==> src/rtl/dispatch_csr_pkg.sv <==
package dispatch_csr_pkg;

    localparam int unsigned ADDR_W = 5;
    localparam int unsigned DATA_W = 32;
    localparam int unsigned HALF_W = DATA_W / 2;

    localparam logic [ADDR_W-1:0] A_STATUS = 5'h00;
    localparam logic [ADDR_W-1:0] A_CTRL   = 5'h04;
    localparam logic [ADDR_W-1:0] A_FILL   = 5'h08;
    localparam logic [ADDR_W-1:0] A_RFILL  = 5'h0C;
    localparam logic [ADDR_W-1:0] A_SEQ    = 5'h10;

    // Packed so that halt lands on bit 0 of the control word.
    typedef struct packed {
        logic halt_desc;      // bit 5
        logic irq_en;         // bit 4
        logic halt_on_early;  // bit 3
        logic halt_on_err;    // bit 2
        logic soft_rst;       // bit 1 (reads as reset in progress)
        logic halt;           // bit 0
    } ctrl_t;

    // Sticky flags, bit order matches status bits 9:7.
    typedef struct packed {
        logic irq;
        logic early_stop;
        logic err_stop;
    } sticky_t;

    typedef struct packed {
        logic resp_full;
        logic resp_empty;
        logic desc_full;
        logic desc_empty;
        logic busy;
    } live_t;

    function automatic logic [DATA_W-1:0] status_word(
        input live_t   lv,
        input logic    stopped,
        input logic    resetting,
        input sticky_t st
    );
        logic [DATA_W-1:0] w;
        w      = '0;
        w[4:0] = lv;
        w[5]   = stopped;
        w[6]   = resetting;
        w[9:7] = st;
        return w;
    endfunction

endpackage

==> src/rtl/dcsr_ctrl_reg.sv <==
module dcsr_ctrl_reg
    import dispatch_csr_pkg::*;
#(
    parameter int unsigned RST_CYCLES = 8
) (
    input  logic       clk,
    input  logic       rst,
    input  logic       wr_ctrl,
    input  logic [5:0] wdata,
    output ctrl_t      ctrl,
    output logic       resetting
);
    localparam int unsigned CNT_W = $clog2(RST_CYCLES + 1);
    localparam logic [CNT_W-1:0] CNT_LOAD = CNT_W'(RST_CYCLES);

    logic [CNT_W-1:0] cnt_q;
    logic             halt_q, err_q, early_q, ien_q, hdesc_q;

    always_ff @(posedge clk) begin
        if (rst) begin
            halt_q  <= 1'b0;
            err_q   <= 1'b0;
            early_q <= 1'b0;
            ien_q   <= 1'b0;
            hdesc_q <= 1'b0;
            cnt_q   <= '0;
        end else begin
            if (wr_ctrl) begin
                halt_q  <= wdata[0];
                err_q   <= wdata[2];
                early_q <= wdata[3];
                ien_q   <= wdata[4];
                hdesc_q <= wdata[5];
            end
            if (wr_ctrl && wdata[1] && (cnt_q == '0))
                cnt_q <= CNT_LOAD;
            else if (cnt_q != '0)
                cnt_q <= cnt_q - 1'b1;
        end
    end

    assign resetting = (cnt_q != '0);

    always_comb begin
        ctrl.halt          = halt_q;
        ctrl.soft_rst      = resetting;
        ctrl.halt_on_err   = err_q;
        ctrl.halt_on_early = early_q;
        ctrl.irq_en        = ien_q;
        ctrl.halt_desc     = hdesc_q;
    end

endmodule

==> src/rtl/dcsr_sticky.sv <==
module dcsr_sticky
    import dispatch_csr_pkg::*;
(
    input  logic       clk,
    input  logic       rst,
    input  logic       resetting,
    input  logic [2:0] w1c,
    input  logic       ev_error,
    input  logic       ev_early,
    input  logic       ev_done_irq,
    input  logic       err_en,
    input  logic       early_en,
    output sticky_t    flags
);
    logic [2:0] set_v;
    logic [2:0] q;

    assign set_v = {ev_done_irq, ev_early & early_en, ev_error & err_en};

    for (genvar i = 0; i < 3; i++) begin : g_flag
        always_ff @(posedge clk) begin
            if (rst || resetting)
                q[i] <= 1'b0;
            else
                q[i] <= (q[i] & ~w1c[i]) | set_v[i];
        end
    end

    assign flags = sticky_t'(q);

endmodule

==> src/rtl/dcsr_rdmux.sv <==
module dcsr_rdmux
    import dispatch_csr_pkg::*;
(
    input  logic [ADDR_W-1:0] addr,
    input  logic [DATA_W-1:0] status_w,
    input  ctrl_t             ctrl,
    input  logic [HALF_W-1:0] wr_fill,
    input  logic [HALF_W-1:0] rd_fill,
    input  logic [HALF_W-1:0] resp_fill,
    input  logic [HALF_W-1:0] wr_seq,
    input  logic [HALF_W-1:0] rd_seq,
    output logic [DATA_W-1:0] rdata
);
    always_comb begin
        unique case (addr)
            A_STATUS: rdata = status_w;
            A_CTRL:   rdata = DATA_W'(ctrl);
            A_FILL:   rdata = {wr_fill, rd_fill};
            A_RFILL:  rdata = {{HALF_W{1'b0}}, resp_fill};
            A_SEQ:    rdata = {wr_seq, rd_seq};
            default:  rdata = '0;
        endcase
    end

endmodule

==> src/rtl/dispatch_csr.sv <==
module dispatch_csr
    import dispatch_csr_pkg::*;
#(
    parameter int unsigned RST_CYCLES = 8
) (
    input  logic        clk,
    input  logic        rst,
    input  logic        bus_wr,
    input  logic [4:0]  bus_addr,
    input  logic [31:0] bus_wdata,
    output logic [31:0] bus_rdata,
    input  logic        eng_busy,
    input  logic        desc_empty,
    input  logic        desc_full,
    input  logic        resp_empty,
    input  logic        resp_full,
    input  logic [15:0] wr_fill,
    input  logic [15:0] rd_fill,
    input  logic [15:0] resp_fill,
    input  logic [15:0] wr_seq,
    input  logic [15:0] rd_seq,
    input  logic        ev_error,
    input  logic        ev_early,
    input  logic        ev_done_irq,
    output logic        irq,
    output logic        stop_out,
    output logic        sw_reset_out,
    output logic        stop_fetch_out
);
    ctrl_t   ctrl;
    sticky_t flags;
    live_t   live;
    logic    resetting;
    logic    stopped;
    logic    wr_ctrl, wr_stat;
    logic    unused_wbits;

    assign wr_ctrl      = bus_wr && (bus_addr == A_CTRL);
    assign wr_stat      = bus_wr && (bus_addr == A_STATUS);
    assign unused_wbits = ^{bus_wdata[31:10], bus_wdata[6]};

    dcsr_ctrl_reg #(.RST_CYCLES(RST_CYCLES)) u_ctrl (
        .clk       (clk),
        .rst       (rst),
        .wr_ctrl   (wr_ctrl),
        .wdata     (bus_wdata[5:0]),
        .ctrl      (ctrl),
        .resetting (resetting)
    );

    dcsr_sticky u_sticky (
        .clk         (clk),
        .rst         (rst),
        .resetting   (resetting),
        .w1c         (wr_stat ? bus_wdata[9:7] : 3'b000),
        .ev_error    (ev_error),
        .ev_early    (ev_early),
        .ev_done_irq (ev_done_irq),
        .err_en      (ctrl.halt_on_err),
        .early_en    (ctrl.halt_on_early),
        .flags       (flags)
    );

    assign live    = '{resp_full: resp_full, resp_empty: resp_empty,
                       desc_full: desc_full, desc_empty: desc_empty,
                       busy: eng_busy};
    assign stopped = ctrl.halt | flags.err_stop | flags.early_stop;

    dcsr_rdmux u_rdmux (
        .addr      (bus_addr),
        .status_w  (status_word(live, stopped, resetting, flags)),
        .ctrl      (ctrl),
        .wr_fill   (wr_fill),
        .rd_fill   (rd_fill),
        .resp_fill (resp_fill),
        .wr_seq    (wr_seq),
        .rd_seq    (rd_seq),
        .rdata     (bus_rdata)
    );

    assign irq            = ctrl.irq_en & flags.irq;
    assign stop_out       = stopped;
    assign sw_reset_out   = resetting;
    assign stop_fetch_out = ctrl.halt_desc;

endmodule

==> config.mk <==
export PLATFORM = sky130hd
export DESIGN_NAME = dispatch_csr
export DESIGN_NICKNAME = d
export VERILOG_FILES = /design/src/rtl/dispatch_csr_pkg.sv /design/src/rtl/dcsr_ctrl_reg.sv /design/src/rtl/dcsr_sticky.sv /design/src/rtl/dcsr_rdmux.sv /design/src/rtl/dispatch_csr.sv
export SDC_FILE = /design/constraint.sdc
export NUM_CORES = 1
export LEC_CHECK = 0
export BUFFER_PORTS_ARGS = -buffer_cell sky130_fd_sc_hd__buf_4
export CORE_MARGIN = 1
export CORE_UTILIZATION = 30
export CTS_BUF_LIST = sky130_fd_sc_hd__clkbuf_8
export DETAILED_ROUTE_END_ITERATION = 7
export PLACE_DENSITY = 0.76
export SYNTH_ARGS = -nofsm -noshare
export SYNTH_HDL_FRONTEND = slang
export SYNTH_SLANG_ARGS = --single-unit
==> constraint.sdc <==
create_clock -name clk -period 2.3 [get_ports clk]
set_input_delay 0 -clock clk [delete_from_list [all_inputs] [get_ports clk]]
set_output_delay 0 -clock clk [all_outputs]
set_load 0.05 [all_outputs]
==> metrics.cfg, run 1 <==
[sta]
fin_ws_ns=0.302
timing.final.crit_share=0.869
tightest_slew_ns=0.516
slew_violations=0
hold-worst-slack_ns=0.0193
tns_ns=0
clock_skew_ns=0.00361
finalSetupViolCount=0
rsz0062_at_grt=no
fmax_ghz=0.501
fin_crit_ns=2.00
max_slew_margin=0.656
hold_violations=0

[routing]
drt_drc_violations_left=0
firstDrtPassIters=4
num_vias=1782
vias_per_cell=5.24
drt-initial-drc-count=71
drtAntennaViolNets=0
routedWlPerCell_um=15.9
detail_route.wirelength_mm=5.40

[synthesis]
synth_top_area_frac=0.187
synth_compound_area_frac=0.310
netlist_top_cells_area=dfxtp_1 19%, a22o_1 13%, nand3_1 8.9%, a221o_1 7.0%, and3_1 4.9%
synth-seq-cells=12
synth_enable_flop_cells=0
yosys.area.top_type=dfxtp_1
synth_area_um2=1290
syn_avg_cell_area_um2=8.31
synth_flop_cell=dfxtp_1
synth-xor-area-share=0.00680
synth_top_family_by_area=compound AO/OA/AOI/OAI gates
synth_most_common_cell=nand3_1
synthTopCellsByCount=23 x nand3_1, 19 x a22o_1, 12 x dfxtp_1
muxShareOfSynthArea=0.0671
ys_warn_count=0
syn_nets=285
async_flop_share=0
postSynthCellCount=155
synth_fa_ha_area_frac=0.0194
synth-simple-area-share=0.308
ys_types=41
ys_seq_area_frac=0.187

[worst_setup_path]
r2r_setup_slack_ns=0.66
cp_num_buf_inv=3
critPathMaxStageDelay_ns=0.33
cpMostUsedCell=inv_1
crit_required_ns=2.30
path_delay_family=buffers and inverters
cp_slowest_cell=a222oi_1
crit_path_cell_trace=inv_1 > ha_1 > nor3b_2 > inv_1 > a222oi_1 > o311ai_2 > buf_4
rr_worst_depth=6
cp-end-kind=output pin
rr_endpoint=u_ctrl.cnt_q[0]
crit_fanout=6
critical_path_arrival_ns=2.00
crit_type=reg2out
r2r_start=u_ctrl.cnt_q[0]
cp-start-kind=flop

[min_path]
min_path_cells=3
hold_class=in2reg
whs_endpoint=u_sticky.flags[0]
hold_start=ev_error

[placed_design]
post_dp_cell_area_um2=2330
gp_congestion=0.813
place_hpwl_mm=4.42
place_ws_ns=0.568
port_buffers=140

[grt]
overflow=0
antenna_found_initial=0
grt_max_degree=29
grt_pass1_vias=1521
grt_usage=0.222
grt_pass1_wl_mm=7.67

[cells_and_area]
post-route-util=0.589
antenna_cells=0
drive_gt1_frac=0.538
fin_nets=421
syn2layout_area_growth_pct=85.7
finalInstanceArea_um2=2390

[clock_tree]
post_cts_buffers=0
htreeDepth=1
cts_tree=done
clockRootBuffer=clkbuf_8
clk_pin_slew_ns=0.05
cts_made_buffers=3
cts_buffer_depth=2
clkSinkCount=12
insertion_delay_ns=0.24

[pwr]
irDropWorstVdd_mv=0.539
power_density_nw_per_um2=443
p_leak_uw=0.00119

[floorplan]
placement_rows=23
num_io_pins=164
core_area_um2=4060
die_w_um=67.5
die_area_um2=4560
initial_core_util=0.317
die_h_um=67.5

[status]
status=complete, no violations

[run]
cap_violations=0

==> area by class of cell <==
type                       instances  area [um2]
inverter                           5        18.8
timing repair buffer             145        1090
multi-input combinational        124         923
sequential                        12         240
clock buffer                       4        55.1
fill                             391        1670
tap                               50        62.6
==> worst min-delay path, cell delays in order <==
cell     delay (ns)
buf_4          0.11
nand2_1        0.05
a21oi_1        0.05
==> how the worst max path moves through the flow <==
stage | startpoint | endpoint | slack (ns) | cells past startpoint
after floorplan | u_ctrl.cnt_q[0] | bus_rdata[1] | 0.24 | 6
after global placement | u_ctrl.cnt_q[0] | bus_rdata[1] | 0.62 | 7
after detailed placement | u_ctrl.cnt_q[0] | bus_rdata[1] | 0.57 | 7
after global routing | u_ctrl.cnt_q[0] | bus_rdata[1] | 0.12 | 7
after CTS | u_ctrl.cnt_q[0] | bus_rdata[1] | 0.30 | 7
final | u_ctrl.cnt_q[0] | bus_rdata[1] | 0.30 | 7
==> state kept, by name, summed over array words and instances, names as in the netlist <==
name            cells
u_sticky.flags      3
u_ctrl.early_q      1
u_ctrl.ien_q        1
u_ctrl.cnt_q        4
u_ctrl.halt_q       1
u_ctrl.hdesc_q      1
u_ctrl.err_q        1
==> where the power goes <==
group / internal, uW / switching [uW]
Combinational: 261 / 301
Clock: 151 / 76.9
Sequential: 243 / 25.5
==> per-stage QoR <==
stage          std cells  power (uW)
3_3_place_gp         335         819
2_1_floorplan        155         598
6_report             340        1060
3_5_place_dp         335         834
5_1_grt              340        1130
4_1_cts              340        1070
==> cell usage in the layout, fill, tap and decap left out, types with 4 or more instances in the layout <==
master,count
a22o_1,19
o21ai_0,5
buf_4,144
a221o_1,9
nand4_1,5
nand3_1,23
inv_1,5
clkbuf_8,4
and3_1,10
nor2_1,4
dfxtp_1,12
a21oi_1,9
==> logic make-up (layout without fill, tap and decap cells) <==
group / Yosys count / count (layout)
DFF: 12 / 12
muxes: 6 / 6
AOI/OAI and AO/OA: 50 / 50
xor gates and xnor gates: 1 / 1
adders and majority gates: 2 / 2
and+or+nand+nor: 65 / 65
buffers and inverters: 19 / 154
==> what timing repair did <==
action,4_1_cts,5_1_grt
hold buffers,1,0
gates resized for setup,0,0
endpoints found under the hold margin,1,0
==> per-layer routing <==
metal / up-vias / GRT usage / wire length [um]
li1: 889 / - / -
met1: 821 / 0.248 / 1920
met2: 64 / 0.410 / 2870
met3: 8 / 0.0524 / 529
met4: 0 / 0.0638 / 79
met5: - / 0 / 0
(Power assumes the default switching activity.)
==> run 2: changes to the inputs <==
Settings changed: ABC_AREA set to 1.
==> metrics.cfg, run 2 <==
[status]
status=complete, no violations

[worst_setup_path]
crit_required_ns=2.30  ; about the same
cp_slowest_cell=dfxtp_1
critPathMaxStageDelay_ns=0.29  ; -0.04 ns
crit_type=reg2out
critical_path.startpoint=u_ctrl.cnt_q[0]
rr_worst_depth=7  ; +1
critical_path_arrival_ns=1.65  ; -0.35 ns
cp-start-kind=flop
crit_fanout=9  ; +3
crit_path_cell_trace=inv_1 > ha_1 > nand2_1 > nor2_4 > nor2_1 > a21oi_1 > nand3_1 > buf_4
r2r_start=u_ctrl.cnt_q[0]
rr_endpoint=u_ctrl.cnt_q[0]
cp-end-kind=output pin
r2r_setup_slack_ns=1.02  ; +0.36 ns

[clock_tree]
cts_buffer_depth=2  ; unchanged
clockRootBuffer=clkbuf_8
clk_pin_slew_ns=0.05  ; about the same
clkSinkCount=12  ; unchanged
htreeDepth=1  ; unchanged
cts_made_buffers=3  ; unchanged
cts_resized=0  ; unchanged
insertion_delay_ns=0.25  ; about the same
cts_tree=done

[grt]
grt_pass1_wl_mm=7.13  ; -7.1%
grt_usage=0.205  ; -0.0170
grt_pass1_vias=1636  ; +7.6%
grt_max_degree=32  ; +10%
grtUsageMet3=0.0456  ; -0.00676
grt-busiest-layer=met2
antenna_found_initial=0  ; unchanged
grtUsageMet2=0.371  ; -0.0384
overflow=0  ; unchanged
met1_usage=0.232  ; -0.0156

[sta]
max_slew_margin=0.646  ; -0.00995
hold_violations=0  ; unchanged
fmax_ghz=0.604  ; +21%
slew_violations=0  ; unchanged
clock_skew_ns=0.00345  ; -0.000167 ns
timing.final.crit_share=0.719  ; -0.149
fin_crit_ns=1.65  ; -0.343 ns
rsz0062_at_grt=no
tns_ns=0  ; unchanged
tightest_slew_ns=0.531  ; +0.0152 ns
hold-worst-slack_ns=0.00964  ; -0.00961 ns
finalSetupViolCount=0  ; unchanged

[min_path]
min_path_cells=3  ; unchanged
whs_endpoint=u_ctrl.hdesc_q
hold_start=bus_wdata[5]
hold_class=in2reg

[routing]
firstDrtPassIters=4  ; unchanged
drt_drc_violations_left=0  ; unchanged
routedWlPerCell_um=12.2  ; -23%
detail_route.wirelength_mm=5.04  ; -6.7%
vias_per_cell=4.59  ; -12%
drtAntennaViolNets=0  ; unchanged
num_vias=1899  ; +6.6%
drt-initial-drc-count=54  ; -24%

[synthesis]
synth_flop_cell=dfxtp_1
netlist_top_cells_area=nand2_1 20%, dfxtp_1 19%, a22o_1 11%, inv_1 10%, nor2_1 9.6%
syn_avg_cell_area_um2=5.72  ; -31%
ys_warn_count=0  ; unchanged
synth-seq-cells=12  ; unchanged
synth_most_common_cell=nand2_1
yosys.area.top_type=nand2_1
synth_area_um2=1290  ; unchanged
postSynthCellCount=225  ; +45%
synth_enable_flop_cells=0  ; unchanged
async_flop_share=0  ; unchanged
ys_seq_area_frac=0.187  ; unchanged
synthTopCellsByCount=68 x nand2_1, 36 x inv_1, 33 x nor2_1
synth_top_area_frac=0.198  ; +0.0117
ys_types=22  ; -46%
syn_nets=355  ; +25%

[floorplan]
core_area_um2=4060  ; unchanged
initial_core_util=0.317  ; unchanged
num_io_pins=164  ; unchanged
die_h_um=67.5  ; unchanged
placement_rows=23  ; unchanged
die_area_um2=4560  ; unchanged
die_w_um=67.5  ; unchanged

[cells_and_area]
nFillCells=403  ; +3.1%
syn2layout_area_growth_pct=87.8
largest_reg_flops=4  ; unchanged
finalInstanceArea_um2=2420  ; +1.1%
fin_nets=495  ; +18%
antenna_cells=0  ; unchanged
final_cell_mix=140 x buf_4, 68 x nand2_1, 36 x inv_1
regMostFlops=u_ctrl.cnt_q
drive_gt1_frac=0.429  ; -0.109
final_common_cell=buf_4

[placed_design]
port_buffers=140  ; unchanged
place_hpwl_mm=4.12  ; -6.8%
gp_congestion=0.827  ; +1.7%
post_dp_cell_area_um2=2340  ; +0.70%

[pwr]
irDropWorstVdd_mv=0.559  ; +3.8%
power_density_nw_per_um2=440  ; -0.58%
p_leak_uw=0.00132  ; +11%

[run]
cap_violations=0  ; unchanged

==> run 2: worst max path at each step <==
stage,endpoint,slack [ns],cells after the start
finish,bus_rdata[6],0.65,8
global route,bus_rdata[1],0.52,8
CTS,bus_rdata[1],0.64,8
detailed placement,bus_rdata[5],0.90,9
global placement,bus_rdata[1],0.93,8
floorplan,bus_rdata[1],0.88,7
==> run 2: logic make-up (layout without fill, tap and decap cells) <==
kind of cell,count (synthesis),after routing,synth area share
compound gates,33,33,0.180
flops,12,12,0.187
fa+ha+maj,2,2,0.0194
xor+xnor,1,1,0.00680
simple gates,131,131,0.448
buf+inv,46,185,0.159
==> run 2: per-layer routing <==
metal	share of wire	wire length [um]	up-vias
li1	-	-	990
met1	0.40	2000	831
met2	0.49	2460	71
met3	0.10	502	7
met4	0.015	74	0
met5	0	0	-
==> run 2: report_power, final <==
| group | total, uW | switching, uW | internal (uW) | leakage (uW) |
|---|---|---|---|---|
| sequential | 269 | 24.5 | 245 | 0.0000978 |
| combinational | 564 | 320 | 244 | 0.00119 |
| clock | 231 | 79.3 | 151 | 0.0000288 |
| total | 1060 | 424 | 640 | 0.00132 |
==> run 2: repair_timing <==
item                                    4_1_cts  5_1_grt
endpoints found under the hold margin         2        0
hold buffers                                  2        0
endpoints found under the setup margin        0        0
setup buffers                                 0        0
==> run 2: stage by stage <==
| stage | power, uW | worst slack [ns] | instances | utilization |
|---|---|---|---|---|
| after floorplan | 605 | 0.879 | 225 | - |
| after global placement | 822 | 0.930 | 408 | 0.577 |
| after detailed placement | 836 | 0.904 | 408 | 0.577 |
| after CTS | 1070 | 0.644 | 414 | 0.596 |
| after global routing | 1150 | 0.517 | 414 | 0.596 |
| final | 1060 | 0.645 | 414 | 0.596 |
==> run 2: critical path, delay by kind of cell (launching register included) <==
kind,cells,cell delay (ns)
AOI/OAI and AO/OA,1,0.13
adders and majority gates,1,0.17
buffers and inverters,2,0.31
DFF,1,0.29
and+or+nand+nor,4,0.51
==> run 2: cell type report <==
class | instances | area (um2) | area share
Multi-Input combinational cell | 167 | 842 | 0.348
Sequential cell | 12 | 240 | 0.0994
Inverter | 39 | 146 | 0.0606
Tap cell | 50 | 62.6 | 0.0259
Timing Repair Buffer | 142 | 1070 | 0.443
Clock buffer | 4 | 55.1 | 0.0228
==> run 3: changes to the inputs <==
Settings changed: PLACE_DENSITY 0.76 to 0.79.
Clock period 2.3 ns to 1.41 ns, I/O delays scaled along.
==> metrics.cfg, run 3 (synthesis gave the netlist of run 2 again) <==
[status]
status=finished, violations left
failed_checks=hold timing

[worst_setup_path]
crit_required_ns=1.41  ; -0.89 ns
crit_fanout=3  ; -6
cp-end-kind=output pin
rr_worst_depth=8  ; +1
critical_path_arrival_ns=1.38  ; -0.27 ns
cp-start-kind=flop
crit_type=reg2out

[cells_and_area]
multiInputGateArea_um2=862  ; +2.4%
nFillCells=430  ; +6.7%
final_cell_mix=143 x buf_4, 67 x nand2_1, 34 x inv_1
final_common_cell=buf_4
drive_gt1_frac=0.451  ; +0.0225
syn2layout_area_growth_pct=92.6
post-route-util=0.611  ; +0.0154
largest_reg_flops=4  ; unchanged
fin_nets=500  ; +1.0%
seq_area_um2=241  ; +0.52%
regMostFlops=u_ctrl.cnt_q
antenna_cells=0  ; unchanged

[routing]
firstDrtPassIters=4  ; unchanged
routedWlPerCell_um=12.3  ; +0.95%
detail_route.wirelength_mm=5.13  ; +1.9%
vias_per_cell=4.51  ; -1.6%
drtAntennaViolNets=0  ; unchanged
drt_drc_violations_left=0  ; unchanged
drt-initial-drc-count=54  ; unchanged
num_vias=1886  ; -0.68%

[pwr]
power_density_nw_per_um2=730  ; +66%
irDropWorstVdd_mv=1.09  ; +94%
p_leak_uw=0.00135  ; +2.0%
fin_total_pwr_uw=1810  ; +70%

[sta]
hold-worst-slack_ns=-0.000856  ; -0.0105 ns
timing.final.crit_share=0.982
tightest_slew_ns=0.250  ; -0.281 ns
rsz0062_at_grt=yes
fin_crit_ns=1.38
max_slew_margin=0.833  ; +0.187
clock_skew_ns=0.00424  ; +0.000794 ns
hold_violations=1  ; +1
finalSetupViolCount=0  ; unchanged
fin_ws_ns=0.0251  ; -0.620 ns
slew_violations=0  ; unchanged
fmax_ghz=0.722

[floorplan]
die_area_um2=4560  ; unchanged
initial_core_util=0.317  ; unchanged
die_h_um=67.5  ; unchanged
core_area_um2=4060  ; unchanged
die_w_um=67.5  ; unchanged
placement_rows=23  ; unchanged
num_io_pins=164  ; unchanged

[placed_design]
port_buffers=140  ; unchanged
gp_congestion=0.828  ; +0.17%
place_hpwl_mm=4.20  ; +2.0%
place_ws_ns=0.0748  ; -0.829 ns

[clock_tree]
clockRootBuffer=clkbuf_8
clkSinkCount=12  ; unchanged
cts_buffer_depth=2  ; unchanged
clk_pin_slew_ns=0.05  ; about the same
insertion_delay_ns=0.24  ; about the same
cts_tree=done
cts_made_buffers=3  ; unchanged
htreeDepth=1  ; unchanged

[run]
cap_violations=0  ; unchanged

[grt]
grt_pass1_vias=1597  ; -2.4%
grt_pass1_wl_mm=7.33  ; +2.9%
grt_usage=0.211  ; +0.00576
grt_max_degree=32  ; unchanged
antenna_found_initial=0  ; unchanged
overflow=0  ; unchanged

[min_path]
hold_class=in2reg
min_path_cells=3  ; unchanged

==> run 3: worst max-delay path: stages, from the launching register on <==
cell and delay [ns]:
dfxtp_2 0.32, inv_2 0.08, ha_4 0.14, nand2_4 0.05, nor2_4 0.11, nor2_1 0.06, a21oi_1 0.12, nand3_1 0.10
buf_6 0.16
==> run 3: area by class of cell <==
class                           count  area share
Timing Repair Buffer              147       0.454
Multi-Input combinational cell    167       0.348
Sequential cell                    12      0.0974
Inverter                           39      0.0590
Tap cell                           50      0.0252
Clock buffer                        3      0.0166
==> run 3: timing repair <==
| action | in CTS | in global routing |
|---|---|---|
| resized for setup | 5 | 2 |
| setup buffers | 2 | 0 |
| hold buffers | 1 | 0 |
| cloned | 0 | 0 |
| endpoints found under the setup margin | 2 | 2 |
| hold endpoints to repair | 1 | 0 |
| pin swaps | 3 | 0 |
==> run 3: routing by layer <==
| layer | global-route usage | wire [um] | up-vias |
|---|---|---|---|
| li1 | - | - | 999 |
| met1 | 0.229 | 1910 | 816 |
| met2 | 0.402 | 2700 | 65 |
| met3 | 0.0473 | 477 | 6 |
| met4 | 0.0532 | 48 | 0 |
| met5 | 0 | 0 | - |
==> run 3: path summary, 6_finish.rpt <==
check / start / to / slack, ns
min reg2reg: u_sticky.flags[2] / u_sticky.flags[2] / 0.48
min: ev_done_irq / u_sticky.flags[2] / -0.0009
max reg2reg: u_ctrl.cnt_q[1] / u_ctrl.cnt_q[0] / 0.20
max: u_ctrl.cnt_q[1] / bus_rdata[6] / 0.03
==> run 3: power by group <==
| group | switching (uW) | total [uW] | internal [uW] |
|---|---|---|---|
| combinational | 570 | 1050 | 476 |
| clock | 128 | 316 | 188 |
| sequential | 47.3 | 449 | 401 |
| total | 745 | 1810 | 1070 |
==> run 3: through the flow <==
step                      hold slack, ns  std cells  TNS [ns]  area [um2]
after floorplan                   0.0624        225         0        1290
after global placement             0.165        412         0        2390
after detailed placement           0.165        412         0        2390
after CTS                         0.0106        418         0        2470
after global routing              0.0316        418   -0.0623        2480
final                          -0.000856        418         0        2480
